$ cat src/rtl/seg_pkg.sv
package seg_pkg;
    localparam int AW    = 32;
    localparam int SEL_W = 16;
    localparam int LIM_W = 20;
    localparam int ATR_W = 12;

    typedef enum logic [1:0] {
        FLT_NONE = 2'b00,
        FLT_GP   = 2'b01,
        FLT_NP   = 2'b10
    } fault_e;

    typedef enum logic [1:0] {
        ST_IDLE  = 2'b00,
        ST_RD_LO = 2'b01,
        ST_RD_HI = 2'b10
    } state_e;

    // attr = {G, D, spare, spare, P, DPL[1:0], S, type[3:0]}
    typedef struct packed {
        logic [AW-1:0]    base;
        logic [LIM_W-1:0] limit;
        logic [ATR_W-1:0] attr;
    } shadow_t;
endpackage

$ cat src/rtl/seg_sel_decode.sv
module seg_sel_decode
    import seg_pkg::*;
#(
    parameter int TLIM_W = 16
) (
    input  logic [SEL_W-1:0]  sel,
    input  logic [AW-1:0]     gdt_base,
    input  logic [TLIM_W-1:0] gdt_limit,
    input  logic [AW-1:0]     ldt_base,
    input  logic [TLIM_W-1:0] ldt_limit,
    output logic              is_null,
    output logic              out_of_bounds,
    output logic [AW-1:0]     desc_addr,
    output logic [1:0]        rpl
);
    localparam int IDX_W = SEL_W - 3;

    logic [IDX_W-1:0]  idx;
    logic              use_local;
    logic [AW-1:0]     tbl_base;
    logic [TLIM_W-1:0] tbl_limit;
    logic [SEL_W-1:0]  last_byte;

    always_comb begin
        idx       = sel[SEL_W-1:3];
        use_local = sel[2];
        rpl       = sel[1:0];
        tbl_base  = use_local ? ldt_base  : gdt_base;
        tbl_limit = use_local ? ldt_limit : gdt_limit;
        // index*8 + 7: the low three bits become ones, no carry possible
        last_byte     = {idx, 3'b111};
        is_null       = (idx == '0);
        out_of_bounds = 32'(last_byte) > 32'(tbl_limit);
        desc_addr     = tbl_base + AW'({idx, 3'b000});
    end
endmodule

$ cat src/rtl/seg_desc_unpack.sv
module seg_desc_unpack
    import seg_pkg::*;
(
    input  logic [31:0] word_lo,
    input  logic [31:0] word_hi,
    output shadow_t     desc
);
    always_comb begin
        desc.base  = {word_hi[31:24], word_hi[7:0], word_lo[31:16]};
        desc.limit = {word_hi[19:16], word_lo[15:0]};
        desc.attr  = {word_hi[23:20], word_hi[15:8]};
    end
endmodule

$ cat src/rtl/seg_access_check.sv
module seg_access_check
    import seg_pkg::*;
(
    input  logic             valid,
    input  logic [AW-1:0]    base,
    input  logic [LIM_W-1:0] limit,
    input  logic             gran,
    input  logic [AW-1:0]    offset,
    output logic [AW-1:0]    linear,
    output fault_e           fault
);
    localparam int PG_SH = AW - LIM_W;

    logic [AW-1:0] eff_limit;

    always_comb begin
        if (gran) eff_limit = {limit, {PG_SH{1'b1}}};
        else      eff_limit = {{PG_SH{1'b0}}, limit};
        linear = base + offset;
        if (!valid || (offset > eff_limit)) fault = FLT_GP;
        else                                fault = FLT_NONE;
    end
endmodule

$ cat src/rtl/seg_load_check.sv
module seg_load_check
    import seg_pkg::*;
#(
    parameter int TLIM_W = 16
) (
    input  logic              clk,
    input  logic              rst_n,
    input  logic [31:0]       gdt_base,
    input  logic [TLIM_W-1:0] gdt_limit,
    input  logic [31:0]       ldt_base,
    input  logic [TLIM_W-1:0] ldt_limit,
    input  logic [1:0]        cpl,
    input  logic              load_req,
    input  logic [15:0]       load_sel,
    output logic              busy,
    output logic              load_done,
    output logic [1:0]        load_fault,
    output logic              mem_req,
    output logic [31:0]       mem_addr,
    input  logic              mem_rvalid,
    input  logic [31:0]       mem_rdata,
    output logic              shadow_valid,
    output logic [11:0]       seg_attr,
    input  logic [31:0]       acc_off,
    output logic [31:0]       acc_lin,
    output logic [1:0]        acc_fault
);
    typedef struct packed {
        state_e      state;
        logic [31:0] addr;
        logic [31:0] lo;
        logic [1:0]  rpl;
        logic        done;
        fault_e      fault;
        logic        valid;
        shadow_t     sh;
    } regs_t;

    regs_t r_q, r_d;

    logic        sel_null, sel_oob;
    logic [31:0] sel_addr;
    logic [1:0]  sel_rpl;
    shadow_t     fetched;
    fault_e      acc_fault_e;
    logic [1:0]  eff_lvl;

    seg_sel_decode #(.TLIM_W(TLIM_W)) dec_i (
        .sel           (load_sel),
        .gdt_base      (gdt_base),
        .gdt_limit     (gdt_limit),
        .ldt_base      (ldt_base),
        .ldt_limit     (ldt_limit),
        .is_null       (sel_null),
        .out_of_bounds (sel_oob),
        .desc_addr     (sel_addr),
        .rpl           (sel_rpl)
    );

    seg_desc_unpack unp_i (
        .word_lo (r_q.lo),
        .word_hi (mem_rdata),
        .desc    (fetched)
    );

    seg_access_check acc_i (
        .valid  (r_q.valid),
        .base   (r_q.sh.base),
        .limit  (r_q.sh.limit),
        .gran   (r_q.sh.attr[11]),
        .offset (acc_off),
        .linear (acc_lin),
        .fault  (acc_fault_e)
    );

    always_comb begin
        r_d      = r_q;
        r_d.done = 1'b0;
        eff_lvl  = (cpl > r_q.rpl) ? cpl : r_q.rpl;
        unique case (r_q.state)
            ST_IDLE: begin
                if (load_req) begin
                    if (sel_null || sel_oob) begin
                        r_d.done  = 1'b1;
                        r_d.fault = FLT_GP;
                        r_d.valid = 1'b0;
                    end else begin
                        r_d.state = ST_RD_LO;
                        r_d.addr  = sel_addr;
                        r_d.rpl   = sel_rpl;
                    end
                end
            end
            ST_RD_LO: begin
                if (mem_rvalid) begin
                    r_d.lo    = mem_rdata;
                    r_d.state = ST_RD_HI;
                end
            end
            ST_RD_HI: begin
                if (mem_rvalid) begin
                    r_d.state = ST_IDLE;
                    r_d.done  = 1'b1;
                    if (!fetched.attr[7]) begin
                        r_d.fault = FLT_NP;
                        r_d.valid = 1'b0;
                    end else if (eff_lvl > fetched.attr[6:5]) begin
                        r_d.fault = FLT_GP;
                        r_d.valid = 1'b0;
                    end else begin
                        r_d.fault = FLT_NONE;
                        r_d.valid = 1'b1;
                        r_d.sh    = fetched;
                    end
                end
            end
            default: r_d.state = ST_IDLE;
        endcase
    end

    always_ff @(posedge clk or negedge rst_n) begin
        if (!rst_n) begin
            r_q       <= '0;
            r_q.state <= ST_IDLE;
            r_q.fault <= FLT_NONE;
        end else begin
            r_q <= r_d;
        end
    end

    assign busy         = (r_q.state != ST_IDLE);
    assign mem_req      = (r_q.state == ST_RD_LO) || (r_q.state == ST_RD_HI);
    assign mem_addr     = (r_q.state == ST_RD_HI) ? (r_q.addr + 32'd4) : r_q.addr;
    assign load_done    = r_q.done;
    assign load_fault   = r_q.fault;
    assign shadow_valid = r_q.valid;
    assign seg_attr     = r_q.sh.attr;
    assign acc_fault    = acc_fault_e;
endmodule

$ cat config.mk
export PLATFORM = sky130hd
export DESIGN_NAME = seg_load_check
export DESIGN_NICKNAME = d
export VERILOG_FILES = /design/src/rtl/seg_pkg.sv /design/src/rtl/seg_sel_decode.sv /design/src/rtl/seg_desc_unpack.sv /design/src/rtl/seg_access_check.sv /design/src/rtl/seg_load_check.sv
export SDC_FILE = /design/constraint.sdc
export NUM_CORES = 1
export LEC_CHECK = 0
export CORE_MARGIN = 2
export CORE_UTILIZATION = 64
export DETAILED_ROUTE_END_ITERATION = 7
export DONT_BUFFER_PORTS = 1
export PLACE_DENSITY = 0.8
export SLEW_MARGIN = 20
export SYNTH_ARGS = -nofsm -noshare
export SYNTH_HDL_FRONTEND = slang
export SYNTH_SLANG_ARGS = --single-unit
export TNS_END_PERCENT = 5
$ cat constraint.sdc
create_clock -name clk -period 8.3 [get_ports clk]
set_clock_uncertainty 0.2 [all_clocks]
set_input_delay 0.83 -clock clk [delete_from_list [all_inputs] [get_ports clk]]
set_output_delay 0.83 -clock clk [all_outputs]
set_load 0.02 [all_outputs]
==> reports/qor.txt <==
via count: 8063
Peak VDD IR: 0.163 mV
Die W: 131 um
setup TNS after final layout: 0 ps
relative slew slack: 42.0%
sequential area share after synthesis: 32.8%
post-layout power: 4.09 mW
GRT overflow: 0
clock slew at reported path FFs: 60 ps
worst-path fanout max: 21
cell area power density: 373 nW/um2
GP Congestion: 0.934
wire per inst: 19.9 um
Async SR Flop Fraction: 100%
CTS buffer count: 17
post-cts gate resize count: 0
internal power: 2.23 mW
number of detailed-route iterations in the first pass: 5
Switch Pwr: 1.86 mW
most frequent cells in the layout: 136 x dfrtp_1, 112 x mux2_2, 106 x nand2_1
Root Buffer: clkbuf_16
Skew-Pair Late Insertion Delay: 420 ps
EDFF count, synth: 0
Final ANT Viol Nets: 0
GRT Overall Usage: 29.3%
status: finished, final reports clean
combinational share of power: 49.8%
post-route clock period utilization: 54.9%
mapped cell area: 10400 um2
max cap viols: 0
DR iter-0 viols: 398
first-pass GRT wire length: 40300 um
Critical Path RT: 7270 ps
share of post-route cells with drive strength above 1: 15.4%
deepest clock path buffer count: 2
Seq cells post-synth: 136
CP arrival: 3530 ps
sw frac: 45.4%
Residual DRC: 0
area delta synth->final: 5.64%
CTS tree: built
Flop pwr share: 32.3%
PortBufs: 0
mean post-synth cell area: 9.65 um2
number of vias per cell: 6.33
Post-Syn Instances: 1075
starting density of the core: 65.3%
initial antenna violation count: 0
Final Setup Violations: 0
H-tree depth: 4
# rows: 46
placed wire-length estimate: 19800 um
Setup crit start kind: register
fin crit period: 4560 ps
largest net degree at the start of global routing: 137
Diodes inserted: 0
RSZ-0062 raised after global routing: false
Die Ht: 131 um
final wirelength: 25400 um
Syn. warnings: 0
commonest non-fill, non-tap cell in the layout: dfrtp_1
Primary FF master, synth: dfrtp_1
Slew @ Worst Pin: 870 ps
Worst setup EP type: output port
WS Path Type: reg2out
Slew Limit Fails: 0
final hold viol count: 0
Hold Crit Class: in2async
die area: 17200 um2
FF-to-FF setup slack: 5140 ps
CTS Sinks: 136
I/O pin count: 266
Pleak: 4.99 nW
vias in the first global route: 7979
Max Freq: 219 MHz
nets: 1326
core box area: 15900 um2
Clk pwr share: 17.9%
Net Count, Synth: 1357
Yosys cell types: 70
## what timing repair did
item | 4_1_cts | 5_1_grt
setup buffers | 0 | 0
hold buffers | 1 | 0
endpoints found under the hold margin | 136 | 0
## power by group through the flow
stage          Sequential, mW  Combinational [mW]  Clock [mW]
3_3_place_gp             1.30                1.94           0
6_report                 1.32                2.03       0.732
4_1_cts                  1.32                2.03       0.744
5_1_grt                  1.36                2.22       0.772
2_1_floorplan            1.16                1.81           0
3_5_place_dp             1.33                1.99           0
## flip-flops by register name, summed over array words and instances (netlist names)
name / cells
load_done: 1
load_fault: 2
r_q: 120
seg_attr: 12
shadow_valid: 1
## area by class of cell
class | count | area [um2]
tap | 216 | 270
timing repair buffer | 4 | 50.0
clock buffer | 20 | 447
fill | 1267 | 4920
sequential | 136 | 3400
inverter | 29 | 109
clock inverter | 12 | 128
multi-input combinational | 856 | 6550
## routing by layer
metal / track usage [%] / share of wire (%)
met5: 0 / 0
met4: 12.4 / 3.2
met3: 6.13 / 6.9
met2: 53.2 / 51
met1: 33.3 / 39
## worst max-delay path: stages, from the launching register on
cell       delay (ps)
dfrtp_1           760
buf_4             380
nand2_1            90
ha_1              290
a21o_1            180
a21o_1            160
a2111oi_0         350
o21ai_0           180
a2111oi_0         400
a21oi_1           290
## synth_stat cells, drive strengths merged, types with 4 or more instances
| cell | instances | area [um2] |
|---|---|---|
| nor3 | 22 | 110 |
| nor2 | 57 | 214 |
| a21o | 27 | 210 |
| o211ai | 6 | 45.0 |
| nor2b | 11 | 68.8 |
| nor4 | 8 | 77.6 |
| a31oi | 5 | 31.3 |
| inv | 29 | 109 |
| nand3 | 28 | 140 |
| o21ai | 61 | 305 |
| nand4 | 27 | 169 |
| o21bai | 9 | 67.6 |
| a221oi | 5 | 43.8 |
| mux2 | 113 | 1270 |
| o21a | 6 | 45.0 |
| clkbuf | 23 | 87.6 |
| nand2 | 106 | 398 |
| nor3b | 5 | 42.5 |
| xor2 | 32 | 280 |
| nand2b | 6 | 37.5 |
| or3 | 5 | 41.3 |
| xnor2 | 46 | 403 |
| a21oi | 62 | 310 |
| a211oi | 10 | 75.1 |
| and3 | 12 | 76.3 |
| mux2i | 41 | 410 |
| buf | 31 | 221 |
| ha | 98 | 1230 |
| dfrtp | 136 | 3400 |
| o31ai | 4 | 30.0 |
## kinds of logic (layout without fill, tap and decap cells)
group | after synthesis | in the layout | share of synthesized area (%)
AO/OA/AOI/OAI | 220 | 220 | 13.5
adder cells (fa/ha/maj) | 100 | 100 | 12.2
multiplexers | 154 | 154 | 16.2
other | 1 | 1 | 0.0361
AND/OR/NAND/NOR | 303 | 303 | 14.6
XOR/XNOR | 78 | 78 | 6.58
buffers and inverters | 83 | 65 | 4.03
flip-flops | 136 | 136 | 32.8
## metrics by stage
stage	hold slack [ps]	cells	worst slack (ps)	util (%)	area, um2
floorplan	236	1075	4010	-	10400
finish	133	1273	3740	69.0	11000
global placement	274	1240	3970	65.2	10400
global route	222	1273	3400	69.0	11000
CTS	217	1273	3760	69.0	11000
detailed placement	274	1240	3960	65.2	10400
## worst paths after layout
kind | end | startpoint | depth (start not counted)
max in group asynchronous | r_q[47] | rst_n | 1
min reg2reg | r_q[84] | r_q[84] | 2
max | acc_fault[0] | seg_attr[11] | 9
min in group clk | r_q[84] | r_q[84] | 2
min | r_q[92] | rst_n | 1
max reg2reg | r_q[63] | r_q[68] | 10
No activity file was read; power rests on OpenSTA's default activity.
